===== src/rtl/gsc_pkg.sv =====
// Package: default geometry of the gain scaler.
// Assumes the input and output are two's-complement fixed-point words.
package gsc_pkg;
    localparam int GSC_IN_W     = 12;  // input sample width
    localparam int GSC_IN_FRAC  = 11;  // fractional bits of the input
    localparam int GSC_MANT_FW  = 4;   // mantissa fraction bits
    localparam int GSC_EXP_W    = 3;   // exponent field width
    localparam int GSC_SHF_W    = 6;   // programmable shift width
    localparam int GSC_OUT_W    = 55;  // output width
    localparam int GSC_OUT_FRAC = 46;  // fractional bits of the output
    localparam int GSC_ATTEN    = 36;  // fixed attenuation, power of two
endpackage


===== src/rtl/gsc_prep.sv =====
// Module: gsc_prep
// Multiplies the sample by the mantissa (with its implied leading one) and
// adds the exponent to the programmable shift to form one total shift.
// Assumes: the mantissa field is an unsigned fraction; the sample is signed.
module gsc_prep #(
    parameter int IN_W    = 12,
    parameter int MANT_FW = 4,
    parameter int EXP_W   = 3,
    parameter int SHF_W   = 6,
    parameter int PROD_W  = 18,
    parameter int TOT_W   = 7
) (
    input  logic [IN_W-1:0]          sample,
    input  logic [MANT_FW-1:0]       mant,
    input  logic [EXP_W-1:0]         expo,
    input  logic [SHF_W-1:0]         shift,
    output logic signed [PROD_W-1:0] prod,
    output logic [TOT_W-1:0]         total
);
    logic signed [PROD_W-1:0] op_a;
    logic signed [PROD_W-1:0] op_b;

    // Sign-extend the sample and zero-extend the mantissa with its hidden one, then multiply.
    always_comb begin
        op_a = PROD_W'($signed(sample));
        op_b = PROD_W'({2'b01, mant});
        prod = op_a * op_b;
    end

    // Combine the two gain exponents into one shift amount.
    always_comb begin
        total = TOT_W'(expo) + TOT_W'(shift);
    end
endmodule


===== src/rtl/gsc_shift_sat.sv =====
// Module: gsc_shift_sat
// Shifts the product left by the total, drops DROP low bits arithmetically,
// and clamps the result to an OUT_W-bit signed window.
// Assumes: DROP >= 0 and WIDE_W is large enough to hold the full left shift.
module gsc_shift_sat #(
    parameter int PROD_W = 18,
    parameter int TOT_W  = 7,
    parameter int WIDE_W = 88,
    parameter int OUT_W  = 55,
    parameter int DROP   = 5
) (
    input  logic signed [PROD_W-1:0] prod,
    input  logic [TOT_W-1:0]         total,
    output logic [OUT_W-1:0]         result,
    output logic                     clamped
);
    localparam int HI_W = WIDE_W - OUT_W + 1;

    logic signed [WIDE_W-1:0] widened;
    logic signed [WIDE_W-1:0] moved;
    logic [HI_W-1:0]          top_bits;
    logic                     fits;

    // Widen the product, then apply the left shift and the fixed downshift.
    always_comb begin
        widened = WIDE_W'(prod);
        moved   = (widened <<< total) >>> DROP;
    end

    // The value fits when every bit above the output sign matches that sign.
    always_comb begin
        top_bits = moved[WIDE_W-1:OUT_W-1];
        fits     = (top_bits == '0) || (top_bits == '1);
    end

    // Pass the value through, or clamp it to the end of the window on its side.
    always_comb begin
        clamped = !fits;
        if (fits) begin
            result = moved[OUT_W-1:0];
        end else if (moved[WIDE_W-1]) begin
            result = {1'b1, {(OUT_W-1){1'b0}}};
        end else begin
            result = {1'b0, {(OUT_W-1){1'b1}}};
        end
    end
endmodule


===== src/rtl/gsc_gain_scaler.sv =====
// Module: gsc_gain_scaler
// Two-stage gain scaler. Stage 1 registers the mantissa product and the
// total shift. Stage 2 registers the shifted, clamped word and keeps a
// sticky clamp flag.
// Assumes: the gain inputs are stable while in_valid is high; reset is
// synchronous and active low.
module gsc_gain_scaler #(
    parameter int IN_W     = gsc_pkg::GSC_IN_W,
    parameter int IN_FRAC  = gsc_pkg::GSC_IN_FRAC,
    parameter int MANT_FW  = gsc_pkg::GSC_MANT_FW,
    parameter int EXP_W    = gsc_pkg::GSC_EXP_W,
    parameter int SHF_W    = gsc_pkg::GSC_SHF_W,
    parameter int OUT_W    = gsc_pkg::GSC_OUT_W,
    parameter int OUT_FRAC = gsc_pkg::GSC_OUT_FRAC,
    parameter int ATTEN    = gsc_pkg::GSC_ATTEN
) (
    input  logic               clk,
    input  logic               rst_n,
    input  logic               in_valid,
    input  logic [IN_W-1:0]    in_sample,
    input  logic [MANT_FW-1:0] agc_mant,
    input  logic [EXP_W-1:0]   agc_exp,
    input  logic [SHF_W-1:0]   cic_shift,
    output logic               out_valid,
    output logic [OUT_W-1:0]   out_data,
    output logic               ovf_flag
);
    localparam int PROD_W  = IN_W + MANT_FW + 2;
    localparam int TOT_MAX = (2 ** EXP_W - 1) + (2 ** SHF_W - 1);
    localparam int TOT_W   = $clog2(TOT_MAX + 1);
    localparam int WIDE_W  = PROD_W + TOT_MAX;
    localparam int DROP    = IN_FRAC + MANT_FW + ATTEN - OUT_FRAC;

    logic signed [PROD_W-1:0] prep_prod;
    logic [TOT_W-1:0]         prep_total;
    logic                     s1_valid;
    logic signed [PROD_W-1:0] s1_prod;
    logic [TOT_W-1:0]         s1_total;
    logic [OUT_W-1:0]         sat_data;
    logic                     sat_hit;

    gsc_prep #(
        .IN_W(IN_W), .MANT_FW(MANT_FW), .EXP_W(EXP_W), .SHF_W(SHF_W),
        .PROD_W(PROD_W), .TOT_W(TOT_W)
    ) u_prep (
        .sample(in_sample),
        .mant(agc_mant),
        .expo(agc_exp),
        .shift(cic_shift),
        .prod(prep_prod),
        .total(prep_total)
    );

    // Stage 1: capture the product and the total shift of an accepted sample.
    always_ff @(posedge clk) begin
        if (!rst_n) begin
            s1_valid <= 1'b0;
            s1_prod  <= '0;
            s1_total <= '0;
        end else begin
            s1_valid <= in_valid;
            if (in_valid) begin
                s1_prod  <= prep_prod;
                s1_total <= prep_total;
            end
        end
    end

    gsc_shift_sat #(
        .PROD_W(PROD_W), .TOT_W(TOT_W), .WIDE_W(WIDE_W),
        .OUT_W(OUT_W), .DROP(DROP)
    ) u_shift (
        .prod(s1_prod),
        .total(s1_total),
        .result(sat_data),
        .clamped(sat_hit)
    );

    // Stage 2: register the clamped word and accumulate the sticky clamp flag.
    always_ff @(posedge clk) begin
        if (!rst_n) begin
            out_valid <= 1'b0;
            out_data  <= '0;
            ovf_flag  <= 1'b0;
        end else begin
            out_valid <= s1_valid;
            if (s1_valid) begin
                out_data <= sat_data;
                if (sat_hit) begin
                    ovf_flag <= 1'b1;
                end
            end
        end
    end
endmodule


===== config.mk =====
export PLATFORM = sky130hd
export DESIGN_NAME = gsc_gain_scaler
export DESIGN_NICKNAME = d
export VERILOG_FILES = /design/src/rtl/gsc_pkg.sv /design/src/rtl/gsc_prep.sv /design/src/rtl/gsc_shift_sat.sv /design/src/rtl/gsc_gain_scaler.sv
export SDC_FILE = /design/constraint.sdc
export NUM_CORES = 1
export LEC_CHECK = 0
export BUFFER_PORTS_ARGS = -buffer_cell sky130_fd_sc_hd__clkbuf_2
export CAP_MARGIN = 20
export CORE_AREA = 2 2 140 142
export CTS_CLUSTER_SIZE = 28
export DETAILED_ROUTE_END_ITERATION = 6
export DIE_AREA = 0 0 142 144
export PLACE_DENSITY_LB_ADDON = 0.08
export SLEW_MARGIN = 20
export SYNTH_ARGS = -nofsm -noshare
export SYNTH_HDL_FRONTEND = slang
export SYNTH_HIERARCHICAL = 1
export SYNTH_SLANG_ARGS = --single-unit

===== constraint.sdc =====
create_clock -name clk -period 5 [get_ports clk]
set_input_delay 0.5 -clock clk [delete_from_list [all_inputs] [get_ports clk]]
set_output_delay 0.5 -clock clk [all_outputs]
set_load 0.02 [all_outputs]

==> flow_metrics.env <==
export IMPL_place_hpwl_um=19700
export IMPL_final_max_slew_viol_count=0
export IMPL_cap_violations=0
export IMPL_drt_wl_total_um=25600
export IMPL_synth_top_area_share_pct=19.4
export IMPL_synth_avg_cell_area_um2=8.33
export IMPL_reg2reg_from="s1_total[2]"
export IMPL_async_reset_ff_share_pct=0
export IMPL_synth_commonest_cells="104 x mux2i_1, 90 x nor2b_1, 83 x dfxtp_1, 75 x inv_1, 73 x nand2_1"
export IMPL_violations="design-rule violations"
export IMPL_hold_buffers=0
export IMPL_syn_nets=1127
export IMPL_ioPinCount=85
export IMPL_cp_cell_sequence="clkinv_1 -> mux4_2 -> nor2_1 -> a2111oi_1 -> o2111ai_1 -> nor3_1 -> nand3_2 -> nand2_2 -> o21ai_0 -> mux2i_1 -> nor2b_1"
export IMPL_cts_resized=0
export IMPL_fmax_mhz=234
export IMPL_worst_path_max_fanout=46
export IMPL_drtAntennaViolNets=0
export IMPL_hold_viol_final=0
export IMPL_placed_cells=1302
export IMPL_die_w_um=142
export IMPL_synth_distinct_cells=88
export IMPL_first_iter_violations=768
export IMPL_avgRoutedWirePerCell_um=19.4
export IMPL_yosysWarnings=6
export IMPL_synth_area_leaders="dfxtp_1 19%, mux2i_1 12%, fa_1 8.9%"
export IMPL_cts_tree="built"
export IMPL_min_period_ns=4.27
export IMPL_cts_htree_levels=3
export IMPL_gp_congestion=0.931
export IMPL_crit_arrival_ns=4.52
export IMPL_slowest_delay_ns=0.66
export IMPL_synth_ff_type="dfxtp_1"
export IMPL_status="complete, but fails checks"
export IMPL_crit_type="register to register"
export IMPL_fin_crit_sh_pct=85.3
export IMPL_cts_root_buffer="clkbuf_16"
export IMPL_multi_input_area_um2=6170
export IMPL_area_delta_synth_final_pct=9.71
export IMPL_p_leak_nw=3.94
export IMPL_port_buffers=84
export IMPL_drt_first_pass_iters=7
export IMPL_cp_required_ns=5.25
export IMPL_vias_per_cell=5.85
export IMPL_holdWs_ns=0.498
export IMPL_crit_path_end_kind="register"
export IMPL_critPathBufInv=1
export IMPL_grt_usage_pct=25.3
export IMPL_rsz0062_at_grt="false"
export IMPL_clock_latency_ns=0.36
export IMPL_grt_overflow=0
export IMPL_hold_start="ovf_flag"
export IMPL_rows=51
export IMPL_start_kind="register"
export IMPL_preCtsSetupSlack_ns=0.645
export IMPL_drive_gt1_share_pct=16.4
export IMPL_clk_pin_slew_ns=0.07
export IMPL_layout_area_seq_um2=1670
export IMPL_instances_no_fill=1318
export IMPL_fill_cells=1921
export IMPL_ys_seq_elements=83
export IMPL_clockBufferDepth=2
export IMPL_grt_pass1_vias=7060
export IMPL_path_delay_family="compound AO/OA/AOI/OAI gates"
export IMPL_antenna_cells=0
export IMPL_syn_cell_area_um2=8560
export IMPL_hp_class="register to register"
export IMPL_antenna_found_initial=0
export IMPL_ys_seq_area_share_pct=19.4
export IMPL_yosysTopAreaCell="dfxtp_1"
export IMPL_die_height_um=144
export IMPL_synth_edf_count=0
export IMPL_tns_ns=0
export IMPL_crit_start="s1_total[2]"
export IMPL_setup_slack_ns=0.733
export IMPL_final_util_pct=49.2
export IMPL_slew_headroom_pct=36.0
export IMPL_clock_sinks=83
export IMPL_grt_max_degree=58
export IMPL_synth_cells=1027
export IMPL_power_mw=4.29
export IMPL_layout_nets=1175
export IMPL_cts_buffers=9
export IMPL_postCtsSetupBuffers=0
export IMPL_powerDensity_nw_per_um2=456
export IMPL_num_vias=7705
export IMPL_worst_slew_pin_slew_ns=0.959
export IMPL_dieArea_um2=20400
export IMPL_post_route_drc_count=3
export IMPL_ir_worst_vdd_mv=0.231
export IMPL_start_util_pct=44.9
export IMPL_post_dp_cell_area_um2=9040
export IMPL_final_setup_viol_count=0
export IMPL_coreArea_um2=19100
export IMPL_grt_pass1_wl_um=40300
export IMPL_critPathSlowestCell="dfxtp_1"
export IMPL_clock_skew_ns=0.00713
export IMPL_finalInstanceArea_um2=9390
export IMPL_yosysMostFrequentCell="mux2i_1"
==> placed cells by master, fill, tap and decap left out, drive strengths merged, types with 4 or more instances in the layout <==
cell type	instances
nor2	65
mux2i	104
nand4	7
o22a	6
o221ai	7
nand2b	6
nor3	14
o31ai	9
fa	38
nor2b	90
a211oi	11
inv	79
o22ai	11
a21o	7
nand2	74
dfxtp	83
a22oi	9
a22o	8
a31oi	11
mux2	8
ha	34
xnor2	10
xor2	5
a21oi	55
and3	4
nand3	16
mux4	11
and2	45
buf	26
clkbuf	94
o21ai	69
==> power breakdown <==
| group | leakage, nW | total (mW) | internal [mW] | switching (mW) |
|---|---|---|---|---|
| registers | 0.686 | 0.923 | 0.793 | 0.130 |
| clock network | 0.171 | 0.790 | 0.477 | 0.312 |
| logic | 3.08 | 2.57 | 0.979 | 1.59 |
| total | 3.94 | 4.29 | 2.25 | 2.04 |
==> path summary, 6_finish.rpt <==
kind                      end  cells past startpoint  slack, ns
hold reg to reg      ovf_flag                      2       0.50
setup / recovery  out_data[0]                     11       0.73
hold / removal       ovf_flag                      2       0.50
setup reg to reg  out_data[0]                     11       0.73
==> sequential cells by signal, summed over array words and instances (netlist names) <==
| register | cells |
|---|---|
| out_valid | 1 |
| s1_total | 7 |
| ovf_flag | 1 |
| out_data | 55 |
| s1_prod | 18 |
| s1_valid | 1 |
==> cells by family (layout without fill, tap and decap cells) <==
logic type / after synthesis / after routing / synth area share, %
multiplexers: 123 / 123 / 16.1
adder cells (fa/ha/maj): 72 / 72 / 13.9
flip-flops: 83 / 83 / 19.4
AO/OA/AOI/OAI: 244 / 244 / 19.7
AND/OR/NAND/NOR: 340 / 340 / 20.9
XOR/XNOR: 15 / 15 / 1.54
buffers and inverters: 150 / 203 / 8.46
==> per-layer routing <==
metal / vias up / track usage, % / share of wire, % / routed length, µm
met2: 285 / 35.6 / 41 / 10500
met3: 52 / 6.69 / 8.0 / 2040
li1: 3712 / - / - / -
met1: 3656 / 37.2 / 48 / 12400
met5: - / 0 / 0 / 0
met4: 0 / 8.21 / 2.6 / 659
==> worst register-to-register path: stages (launching register included) <==
cell and delay, ns:
dfxtp_1 0.66, clkinv_1 0.46, mux4_2 0.62, nor2_1 0.09
a2111oi_1 0.61, o2111ai_1 0.21, nor3_1 0.22, nand3_2 0.16
nand2_2 0.52, o21ai_0 0.35, mux2i_1 0.21, nor2b_1 0.06
==> layout make-up <==
type | count | share of cell area [%]
inverters | 77 | 3.08
flip-flops and latches | 83 | 17.8
clock inverters | 6 | 1.04
multi-input cells | 794 | 65.7
clock buffers | 10 | 2.67
well taps | 238 | 3.17
repair buffers | 110 | 6.56
(Power assumes the default switching activity.)
